### src/rtl/prio_intc_pkg.sv
package prio_intc_pkg;
  localparam int DATA_W = 32;
  localparam int PRIO_W = 4;
  localparam int VEC_W  = 8;

  // configuration word bit positions (decoded by software)
  localparam int B_MASK  = 31;
  localparam int B_ACT   = 30;
  localparam int B_POL   = 23;
  localparam int B_SENSE = 22;
  localparam int B_PRIO  = 16;

  localparam logic [VEC_W-1:0] SPURIOUS_VEC = 8'hFF;

  // word addresses
  localparam int A_GCR      = 0;
  localparam int A_CTP      = 1;
  localparam int A_ACK      = 2;
  localparam int A_EOI      = 3;
  localparam int A_SRC_BASE = 64;

  typedef struct packed {
    logic              mask;
    logic              pol;
    logic              sense;
    logic [PRIO_W-1:0] prio;
    logic [VEC_W-1:0]  vec;
  } src_cfg_t;

  function automatic logic [DATA_W-1:0] pack_cfg(src_cfg_t c, logic active);
    logic [DATA_W-1:0] w;
    w = '0;
    w[B_MASK]              = c.mask;
    w[B_ACT]               = active;
    w[B_POL]               = c.pol;
    w[B_SENSE]             = c.sense;
    w[B_PRIO +: PRIO_W]    = c.prio;
    w[VEC_W-1:0]           = c.vec;
    return w;
  endfunction
endpackage

### src/rtl/prio_intc_src.sv
module prio_intc_src #(
  parameter int SYNC_STAGES = 2
) (
  input  logic clk,
  input  logic rst,
  input  logic clr_i,
  input  logic mask_i,
  input  logic pol_i,
  input  logic sense_i,
  input  logic ack_i,
  input  logic raw_i,
  output logic pend_o
);
  logic s_in;
  logic act;
  logic act_q;
  logic lvl_q;
  logic edg_q;

  if (SYNC_STAGES > 0) begin : g_sync
    logic [SYNC_STAGES-1:0] sh_q;
    always_ff @(posedge clk) begin
      if (rst) begin
        sh_q <= '0;
      end else begin
        for (int k = SYNC_STAGES - 1; k > 0; k--) sh_q[k] <= sh_q[k-1];
        sh_q[0] <= raw_i;
      end
    end
    assign s_in = sh_q[SYNC_STAGES-1];
  end else begin : g_direct
    assign s_in = raw_i;
  end

  assign act = pol_i ? s_in : ~s_in;

  always_ff @(posedge clk) begin
    if (rst) begin
      act_q <= 1'b0;
      lvl_q <= 1'b0;
      edg_q <= 1'b0;
    end else begin
      act_q <= act;
      lvl_q <= act & ~clr_i;
      if (clr_i)                          edg_q <= 1'b0;
      else if (act && !act_q && !mask_i)  edg_q <= 1'b1;
      else if (ack_i)                     edg_q <= 1'b0;
    end
  end

  assign pend_o = sense_i ? lvl_q : edg_q;

  // an unmasked qualifying transition is held as pending
  a_r9_edge_latched: assert property (@(posedge clk) disable iff (rst)
    (!clr_i && !mask_i && act && !act_q) |=> edg_q);
  // internal reset empties both pending flavours
  a_r10_src_cleared: assert property (@(posedge clk) disable iff (rst)
    clr_i |=> (!edg_q && !lvl_q));
endmodule

### src/rtl/prio_intc_arb.sv
module prio_intc_arb #(
  parameter int N  = 24,
  parameter int PW = 4
) (
  input  logic [N-1:0]    req_i,
  input  logic [N*PW-1:0] prio_i,
  output logic            any_o,
  output logic [$clog2(N)-1:0] idx_o,
  output logic [PW-1:0]   prio_o
);
  localparam int IW = $clog2(N);

  // scan from the top index down; ">=" lets a lower index take a tie
  always_comb begin
    any_o  = 1'b0;
    idx_o  = '0;
    prio_o = '0;
    for (int i = N - 1; i >= 0; i--) begin
      if (req_i[i] && (!any_o || prio_i[i*PW +: PW] >= prio_o)) begin
        any_o  = 1'b1;
        idx_o  = IW'(i);
        prio_o = prio_i[i*PW +: PW];
      end
    end
    a_r4_pick_requested: assert (!any_o || req_i[idx_o]);
    a_r4_idle_when_none: assert (any_o || (req_i == '0));
  end
endmodule

### src/rtl/prio_intc.sv
module prio_intc
  import prio_intc_pkg::*;
#(
  parameter int NUM_SRC     = 24,
  parameter int NUM_EXT     = 5,
  parameter int SYNC_STAGES = 2,
  parameter int RST_CYC     = 8,
  parameter int ADDR_W      = 8
) (
  input  logic                       clk,
  input  logic                       rst,
  input  logic                       bus_en,
  input  logic                       bus_we,
  input  logic [ADDR_W-1:0]          bus_addr,
  input  logic [DATA_W-1:0]          bus_wdata,
  output logic [DATA_W-1:0]          bus_rdata,
  input  logic [NUM_EXT-1:0]         ext_pin_i,
  input  logic [NUM_SRC-NUM_EXT-1:0] int_req_i,
  output logic                       irq_o
);
  localparam int IDX_W = $clog2(NUM_SRC);
  localparam int CNT_W = $clog2(RST_CYC + 1);

  src_cfg_t              cfg_q [NUM_SRC];
  logic [NUM_SRC-1:0]    dest_q;
  logic [NUM_SRC-1:0]    isr_q;
  logic [NUM_SRC-1:0]    pend;
  logic [NUM_SRC-1:0]    qual;
  logic [NUM_SRC-1:0]    raw_all;
  logic [NUM_SRC*PRIO_W-1:0] prio_flat;
  logic [PRIO_W-1:0]     ctp_q;
  logic                  busy_q;
  logic [CNT_W-1:0]      cnt_q;

  logic                  win_any, isr_any;
  logic [IDX_W-1:0]      win_idx, isr_idx;
  logic [PRIO_W-1:0]     win_prio, isr_prio;

  logic                  wr, rd, gcr_wr, ctp_wr, eoi_wr, ack_rd, ack_hit;
  logic                  in_src;
  logic [ADDR_W-1:0]     src_off;
  logic [IDX_W-1:0]      sidx;
  logic [DATA_W-1:0]     rd_mux;
  logic                  unused_wd;

  // ---------------- address decode ----------------
  assign wr      = bus_en &  bus_we;
  assign rd      = bus_en & ~bus_we;
  assign src_off = bus_addr - ADDR_W'(A_SRC_BASE);
  assign in_src  = (bus_addr >= ADDR_W'(A_SRC_BASE)) && (src_off < ADDR_W'(2 * NUM_SRC));
  assign sidx    = src_off[IDX_W:1];
  assign gcr_wr  = wr && (bus_addr == ADDR_W'(A_GCR)) && bus_wdata[DATA_W-1];
  assign ctp_wr  = wr && (bus_addr == ADDR_W'(A_CTP));
  assign eoi_wr  = wr && (bus_addr == ADDR_W'(A_EOI));
  assign ack_rd  = rd && (bus_addr == ADDR_W'(A_ACK));
  assign ack_hit = ack_rd && win_any && !busy_q;
  assign unused_wd = ^{bus_wdata[30:24], bus_wdata[21:20], bus_wdata[15:8]};

  assign raw_all = {int_req_i, ext_pin_i};

  // ---------------- per-source detection and qualification ----------------
  for (genvar g = 0; g < NUM_SRC; g++) begin : g_src
    prio_intc_src #(
      .SYNC_STAGES(g < NUM_EXT ? SYNC_STAGES : 0)
    ) u_src (
      .clk     (clk),
      .rst     (rst),
      .clr_i   (busy_q),
      .mask_i  (cfg_q[g].mask),
      .pol_i   (cfg_q[g].pol),
      .sense_i (cfg_q[g].sense),
      .ack_i   (ack_hit && (win_idx == IDX_W'(g))),
      .raw_i   (raw_all[g]),
      .pend_o  (pend[g])
    );
    assign prio_flat[g*PRIO_W +: PRIO_W] = cfg_q[g].prio;
    assign qual[g] = pend[g] && !cfg_q[g].mask && dest_q[g] &&
                     (cfg_q[g].prio != '0) && (cfg_q[g].prio > ctp_q) &&
                     (cfg_q[g].prio > isr_prio);
  end

  // ---------------- arbitration ----------------
  prio_intc_arb #(.N(NUM_SRC), .PW(PRIO_W)) u_win_arb (
    .req_i  (qual),
    .prio_i (prio_flat),
    .any_o  (win_any),
    .idx_o  (win_idx),
    .prio_o (win_prio)
  );

  prio_intc_arb #(.N(NUM_SRC), .PW(PRIO_W)) u_isr_arb (
    .req_i  (isr_q),
    .prio_i (prio_flat),
    .any_o  (isr_any),
    .idx_o  (isr_idx),
    .prio_o (isr_prio)
  );

  // ---------------- configuration registers ----------------
  always_ff @(posedge clk) begin
    if (rst) begin
      for (int i = 0; i < NUM_SRC; i++) cfg_q[i] <= '{mask: 1'b1, default: '0};
      dest_q <= '0;
      ctp_q  <= '0;
    end else begin
      if (ctp_wr) ctp_q <= bus_wdata[PRIO_W-1:0];
      if (wr && in_src) begin
        if (src_off[0]) begin
          dest_q[sidx] <= bus_wdata[0];
        end else begin
          cfg_q[sidx] <= '{mask:  bus_wdata[B_MASK],
                           pol:   bus_wdata[B_POL],
                           sense: bus_wdata[B_SENSE],
                           prio:  bus_wdata[B_PRIO +: PRIO_W],
                           vec:   bus_wdata[VEC_W-1:0]};
        end
      end
      if (busy_q) begin
        for (int i = 0; i < NUM_SRC; i++) cfg_q[i].mask <= 1'b1;
      end
    end
  end

  // ---------------- self-clearing global reset ----------------
  always_ff @(posedge clk) begin
    if (rst) begin
      busy_q <= 1'b0;
      cnt_q  <= '0;
    end else if (busy_q) begin
      if (cnt_q == '0) busy_q <= 1'b0;
      else             cnt_q  <= cnt_q - 1'b1;
    end else if (gcr_wr) begin
      busy_q <= 1'b1;
      cnt_q  <= CNT_W'(RST_CYC - 1);
    end
  end

  // ---------------- in-service set ----------------
  always_ff @(posedge clk) begin
    if (rst || busy_q) begin
      isr_q <= '0;
    end else begin
      if (ack_hit)            isr_q[win_idx] <= 1'b1;
      if (eoi_wr && isr_any)  isr_q[isr_idx] <= 1'b0;
    end
  end

  // ---------------- read path and interrupt output ----------------
  always_comb begin
    rd_mux = '0;
    if (in_src) begin
      if (src_off[0]) rd_mux = DATA_W'(dest_q[sidx]);
      else            rd_mux = pack_cfg(cfg_q[sidx], pend[sidx] | isr_q[sidx]);
    end else begin
      case (bus_addr)
        ADDR_W'(A_GCR): rd_mux[DATA_W-1] = busy_q;
        ADDR_W'(A_CTP): rd_mux[PRIO_W-1:0] = ctp_q;
        ADDR_W'(A_ACK): rd_mux[VEC_W-1:0] = (win_any && !busy_q) ? cfg_q[win_idx].vec
                                                                 : SPURIOUS_VEC;
        default:        rd_mux = '0;
      endcase
    end
  end

  always_ff @(posedge clk) begin
    if (rst) begin
      bus_rdata <= '0;
      irq_o     <= 1'b0;
    end else begin
      if (rd) bus_rdata <= rd_mux;
      irq_o <= win_any && !busy_q;
    end
  end

  // ---------------- properties ----------------
  // the delivered source is never masked
  a_r2_winner_unmasked: assert property (@(posedge clk) disable iff (rst)
    win_any |-> !cfg_q[win_idx].mask);
  // the delivered source beats the task priority
  a_r5_above_task: assert property (@(posedge clk) disable iff (rst)
    win_any |-> (win_prio > ctp_q));
  // the delivered source beats the in-service level
  a_r8_above_service: assert property (@(posedge clk) disable iff (rst)
    win_any |-> (win_prio > isr_prio));
  // empty acknowledge returns the spurious code
  a_r6_spurious_code: assert property (@(posedge clk) disable iff (rst)
    (ack_rd && !ack_hit) |=> (bus_rdata == DATA_W'(SPURIOUS_VEC)));
  // acknowledge marks the winner in service
  a_r7_ack_in_service: assert property (@(posedge clk) disable iff (rst)
    ack_hit |=> isr_q[$past(win_idx)]);
  // end-of-interrupt retires the chosen in-service bit
  a_r8_eoi_retires: assert property (@(posedge clk) disable iff (rst)
    (eoi_wr && isr_any && !busy_q) |=> !isr_q[$past(isr_idx)]);
  // a started reset reads busy and empties the in-service set
  a_r10_busy_starts: assert property (@(posedge clk) disable iff (rst)
    (gcr_wr && !busy_q) |=> busy_q);
  a_r10_service_cleared: assert property (@(posedge clk) disable iff (rst)
    busy_q |=> (isr_q == '0));
  // output reflects the previous cycle's qualification
  a_r11_irq_registered: assert property (@(posedge clk) disable iff (rst)
    irq_o |-> $past(win_any));
endmodule

### config.mk
export PLATFORM = sky130hd
export DESIGN_NAME = prio_intc
export DESIGN_NICKNAME = d
export VERILOG_FILES = /design/src/rtl/prio_intc_pkg.sv /design/src/rtl/prio_intc_src.sv /design/src/rtl/prio_intc_arb.sv /design/src/rtl/prio_intc.sv
export SDC_FILE = /design/constraint.sdc
export NUM_CORES = 2
export LEC_CHECK = 0
export ABC_CLOCK_PERIOD_IN_PS = 83400
export BUFFER_PORTS_ARGS = -buffer_cell sky130_fd_sc_hd__buf_4
export CAP_MARGIN = 10
export CORE_MARGIN = 3
export CORE_UTILIZATION = 40
export CTS_CLUSTER_DIAMETER = 120
export DETAILED_ROUTE_END_ITERATION = 10
export GPL_TIMING_DRIVEN = 1
export HOLD_SLACK_MARGIN = 0.02
export PLACE_DENSITY = 0.67
export RECOVER_POWER = 50
export REMOVE_ABC_BUFFERS = 1
export SLEW_MARGIN = 0
export SYNTH_ARGS = -nofsm -noshare
export SYNTH_HDL_FRONTEND = slang
export SYNTH_SLANG_ARGS = --single-unit
### constraint.sdc
create_clock -name clk -period 83.4 [get_ports clk]
set_clock_uncertainty 0.15 [all_clocks]
set_input_delay 12.51 -clock clk [delete_from_list [all_inputs] [get_ports clk]]
set_output_delay 12.51 -clock clk [all_outputs]
set_load 0.01 [all_outputs]
Word level (Yosys, flattened, before mapping)
Memories as Yosys holds them, arrays and structs flattened.
Index checks and enable logic that the tools add are counted.
Widths: inputs -> output; s select.
- reductions and logical operators: 449
- order comparisons: 102
- multipliers: 0
- equality and inequality tests: 51
- add/subtract/negate cells: 2
- div/mod/pow operators: 0
- bitwise operators: 224
- muxes and demuxes: 300
- shifts and indexed selects: 0
- operators with widths (cell ; count):
    $logic_and 1x1->1 ; 252
    $mux 5 ; 48
    $mux 4 ; 51
    $gt 4x4->1 ; 48
    $mux 1 ; 187
    $ge 4x4->1 ; 46
    $eq 5x5->1 const B ; 32
    $and 1x1->1 ; 98
    $reduce_bool 4->1 ; 24
    $logic_not 1->1 ; 95
    $not 1->1 ; 74
    $mux 24 ; 3
    $mux 32 ; 2
    $reduce_bool 2->1 ; 25
    $logic_or 1x1->1 ; 47
    $eq 5x4->1 const B ; 8
    $or 1x1->1 ; 25
    $and 1x1->1 const B ; 24
    $and 24x24->24 ; 1
    $bwmux 24 ; 1
    $not 24->24 ; 1
    $or 24x24->24 ; 1
    $eq 5x3->1 const B ; 4
    $lt 5x6->1 const B ; 3
    other kinds (19) ; 28
- bits in latches: 0
- input bits: 68
- register bits after elaboration: 172
- ROM bits: 0
- memories kept: 1
- RAM bits: 360
- output and inout bits: 33
- memories (memory ; depth ; bits a word ; rd ports ; clocked after memory_dff ; wr ports ; RTL line ; text):
    cfg_q ; 24 ; 15 ; 26 ; 0 ; 25 ; prio_intc.sv:24 ; src_cfg_t cfg_q [NUM_SRC];

Depth between registers and ports, before layout
An unclocked memory read counts as a cell.
- depth in word-level cells: 198
- depth in mapped cells: 383

Hierarchy
A second synthesis with hierarchy kept.
- cells, all modules: 4037
- area total of the unflattened synthesis: 43914.6 sq um
- by module, submodules not included (module ; cells each ; instances ; sequential area each (sq um) ; area each (sq um)):
    prio_intc ; 2351 ; 1 ; 15534.9 ; 30827.1
    prio_intc_arb ; 713 ; 2 ; 0.0 ; 5063.6
    prio_intc_src at g_src[10].u_src ... ; 10 ; 19 ; 60.1 ; 111.4
    prio_intc_src at g_src[0].u_src ... ; 14 ; 5 ; 100.1 ; 168.9

Worst setup path after synthesis
OpenSTA, ideal clock, no wires.
- path type: register to register
- from: register isr_q[23]
- to: register bus_rdata[2]
- buffers on the path: 8
- period minus slack after synthesis: 69.538 ns
- stages on the path, launching flop included: 363
- required time: 83.163 ns
- arrival: 69.300 ns
- slack: 13.862 ns
- setup time: 0.087 ns
- cell sequence: dfxtp_1 -> buf_4 -> nand2_2 -> ha_1 -> a21oi_1 -> o21ai_0 -> a21o_1 -> nand2_1 -> mux2_2 -> ha_1 -> a31oi_1 -> o21ai_1 -> buf_2 -> mux2_2 -> ha_1 -> a21o_1 -> a31oi_1 -> o21ai_1 -> [327 not listed] -> nand2_1 -> mux2_2 -> ha_1 -> nand2b_1 -> a21o_1 -> a21o_1 -> a21oi_1 -> nand2_1 -> nand2_1 -> nand2_1 -> nor3_1 -> o21a_1 -> clkbuf_1 -> a222oi_1 -> a21oi_1 -> a211oi_1 -> o31a_1 -> nor4b_2
- longest elaborated chain between the ends: 192
- ends and longest elaborated chain (what ; RTL line ; text):
    start, declared ; prio_intc.sv:26 ; logic [NUM_SRC-1:0] isr_q;
    start signal, assigned ; prio_intc.sv:141 ; isr_q <= '0;
    start signal, assigned by index ; prio_intc.sv:143 ; if (ack_hit) isr_q[win_idx] <= 1'b1;
    start signal, assigned by index ; prio_intc.sv:144 ; if (eoi_wr && isr_any) isr_q[isr_idx] <= 1'b0;
    $mux 4 or $mux 1 (tied branches) ; prio_intc_arb.sv:19 ; if (req_i[i] && (!any_o || prio_i[i*PW +: PW] >= prio_o)) begin
    $ge 4x4->1 or $logic_not 1->1 (tied branches) ; prio_intc_arb.sv:19 ;
    $logic_or 1x1->1 ; prio_intc_arb.sv:19 ;
    $logic_and 1x1->1 ; prio_intc_arb.sv:19 ;
    $mux 4 or $mux 1 (tied branches) ; prio_intc_arb.sv:19 ;
    $ge 4x4->1 or $logic_not 1->1 (tied branches) ; prio_intc_arb.sv:19 ;
    $logic_or 1x1->1 ; prio_intc_arb.sv:19 ;
    $logic_and 1x1->1 ; prio_intc_arb.sv:19 ;
    [176 not listed] ; - ;
    $ge 4x4->1 or $logic_not 1->1 (tied branches) ; prio_intc_arb.sv:19 ;
    $logic_or 1x1->1 ; prio_intc_arb.sv:19 ;
    $logic_and 1x1->1 ; prio_intc_arb.sv:19 ;
    $mux 5 or $mux 1 (tied branches) ; prio_intc_arb.sv:19 ;
    $mem_v2 24x15 or $logic_and 1x1->1 (tied branches) ; - ;
    $mux 8 (*) ; prio_intc.sv:158 ; ADDR_W'(A_ACK): rd_mux[VEC_W-1:0] = (win_any && !busy_q) ? cfg_q[win_idx].vec
    $pmux 4 s2 (*) ; prio_intc.sv:155 ; case (bus_addr)
    $mux 32 (*) ; prio_intc.sv:151 ; if (in_src) begin
    end signal, assigned ; prio_intc.sv:170 ; if (rd) bus_rdata <= rd_mux;
    end, declared ; prio_intc.sv:16 ; output logic [DATA_W-1:0] bus_rdata,
Every way passes the cells marked *; elsewhere a longest branch is shown, timed or not.
A chain may end at the register's enable or synchronous reset.

==> impl_metrics.toml <==
[sta]
setup_viol = 0
fmax_mhz = 12.9
maxSlewHeadroom = -1.16
fin_crit_ns = 77.78
whs_ns = 0.288
setup_slack_ns = 5.62
slew_viol_final = 376
hold_violations = 0
worst_pin_slew_ns = 3.24
finalCritPeriodShare = 0.933

[critical_path]
critPathMostFrequentCell = "ha_1"
worst_path_max_delay_cell = "edfxtp_1"
start_kind = "flop"
cpLargestDelayFamily = "compound AO/OA/AOI/OAI gates"
path_buf_inv = 13
crit_type = "flop to flop"
cpPeakStageDelay_ns = 0.71
critPathCaptureType = "flop"
cp.required_ns = 83.76
r2r_cells = 354
critical_path.max_fanout = 22
cp.depth = 354
critPathArrivalTime_ns = 78.14

[synthesis]
synth-seq-cells = 624
ys.flop_type = "edfxtp_1"
synth_seq_area_share = 0.399
synth_top_area_cell = "edfxtp_1"
synth_common_cells = "edfxtp_1 (444), and2_1 (365), ha_1 (321), nor2_1 (305), nand2_1 (259)"
synth_top_area_frac = 0.314
muxShareOfSynthArea = 0.118
synth_compound_area_frac = 0.145
avgSynthCellArea_sq_um = 10.4
synth_xor_area_frac = 0.00723
synthCells = 4084
async_reset_ff_frac = 0
synth_adder_area_share = 0.0992
synth.most_common_cell = "edfxtp_1"
synth_edf_count = 444
synth_top_family_by_area = "simple AND/OR/NAND/NOR gates"
yosys.area_share.simple = 0.191
yosys_warnings = 0
synth_cell_types = 123
syn_area_sq_um = 42400
synthTopCellsByArea = "edfxtp_1 (31%), ha_1 (9.5%), dfxtp_1 (8.5%)"

[power_and_ir_drop]
power_density_nw_per_um2 = 16.0
p_leak_nw = 17.3
p_total_w = 0.000755
ir_worst_vdd_mv = 0.0175

[layout]
fin_nets = 4578
area_growth_pct = 10.9
drive_gt1_frac = 0.135
final_area_sq_um = 47000

[global_routing]
grt_overflow_total = 0
grt_pass1_vias = 33500
grt_antenna_before_repair = 11
grt_max_degree = 74
grtUsageTotal = 0.250
grt_pass1_wl_microns = 211000

[worst_hold_path]
hp-class = "flop to flop"
whs_path_depth = 1

[placement]
dp_hpwl_microns = 101000
io_buffer_count = 67
post-place-ws_ns = 2.70
placed_area_sq_um = 44600
routabilityCongestion = 0.961

[drt]
drt-total-wl_microns = 141000
via_count = 34800
via_per_inst = 6.18
wire_per_inst_microns = 25.1
post-route-drc-count = 0
ant_nets = 0
firstDrtPassIters = 8
drt_iter0_drc = 3836

[die]
floorplan.rows = 118
die_area_sq_um = 110000
die_h_microns = 332
die_width_microns = 332
boundaryPins = 101
start_util = 0.406
core_region_area_sq_um = 104000

[clock_tree]
clk_pin_slew_ns = 0.06
htreeDepth = 3
cts_made_buffers = 71
cts-root-buf = "clkbuf_16"
clk-insertion-delay-late_ns = 0.64
ctsHoldBuffers = 0
clk_path_buf_depth = 3
cts_sinks = 624
cts_tree = "done"

[flow_run]
drv_cap = 11

[outcome]
violations = "capacitance limit, slew limit"
outcome = "complete, but fails checks"
state kept, by name (all words and copies together) (netlist names):
signal and flops:
bus_rdata 16, busy_q 1, cfg_q 468, cnt_q 4, ctp_q 4, dest_q 24
g_src.u_src.act_q 24, g_src.u_src.edg_q 24, g_src.u_src.g_sync.sh_q 10, g_src.u_src.lvl_q 24, irq_o 1, isr_q 24
logic make-up (layout without fill, tap and decap cells):
| group | count (synthesis) | count (layout) |
|---|---|---|
| and+or+nand+nor | 1516 | 1516 |
| AOI/OAI and AO/OA | 868 | 868 |
| DFF | 624 | 624 |
| buffers and inverters | 407 | 448 |
| adders and majority gates | 340 | 340 |
| muxes | 293 | 293 |
| xor gates and xnor gates | 35 | 35 |
| other | 1 | 130 |
routing by layer:
metal  track usage  vias to the layer above  wire length, microns
met2         0.389                     1908                 62200
li1              -                    15600                     -
met5             0                        -                    38
met1         0.333                    16900                 55900
met3        0.0427                      453                 14200
met4         0.133                        6                  9010
worst paths after layout:
| path | start | end | slack [ns] |
|---|---|---|---|
| max | cfg_q[22][10] | bus_rdata[1] | 5.62 |
| max reg2reg | cfg_q[22][10] | bus_rdata[1] | 5.62 |
| min reg2reg | g_src[3].u_src.g_sync.sh_q[0] | g_src[3].u_src.g_sync.sh_q[1] | 0.29 |
| min | g_src[3].u_src.g_sync.sh_q[0] | g_src[3].u_src.g_sync.sh_q[1] | 0.29 |
layout make-up:
| class | instances | area [sq um] |
|---|---|---|
| inverters | 180 | 676 |
| clock inverters | 36 | 383 |
| flip-flops and latches | 624 | 16900 |
| fillers | 9730 | 57400 |
| multi-input cells | 3176 | 24400 |
| well taps | 1380 | 1730 |
| repair buffers | 136 | 828 |
| diodes | 6 | 15.0 |
| clock buffers | 96 | 2050 |
timing repair:
item                                    4_1_cts  5_1_grt
endpoints found under the setup margin        0       56
buffers inserted                              0        6
resized for setup                             0       27
metrics by stage:
step	std cells	utilization	setup TNS [ns]
2_1_floorplan	3980	-	0
5_1_grt	5629	0.450	-0.0130
3_5_place_dp	5489	0.427	0
3_3_place_gp	5489	0.427	0
6_report	5634	0.451	0
4_1_cts	5621	0.450	0
cells in the final DEF, fill, tap and decap left out, types with 17 or more instances in the layout:
master and n:
nor2_1 304, dfxtp_1 179, o21a_1 27, nand4_1 36
maj3_1 19, and3_1 20, mux2_2 69, xor2_1 28
o22ai_1 37, nor4b_1 21, a222oi_1 25, nand2b_1 73
or3_1 20, nor4_1 75, a21oi_1 234, clkbuf_1 65
mux4_2 159, nor2b_1 48, a221oi_1 33, clkbuf_16 76
edfxtp_1 444, inv_1 178, conb_1 124, o21ai_0 121
o31ai_1 17, and2_1 249, nand2_1 259, buf_4 79
a211oi_1 45, and2_0 117, mux2i_1 57, a21o_1 50
or2_2 49, o211ai_1 25, ha_1 321, nor3_1 86
a31oi_1 27, nand3_1 87
power breakdown:
group / total [W] / switching, W / internal, W
logic: 0.0000701 / 0.0000416 / 0.0000284
clock network: 0.000325 / 0.000134 / 0.000191
registers: 0.000360 / 0.0000128 / 0.000347
total: 0.000755 / 0.000188 / 0.000566
Power figures use the tool's default switching activity.
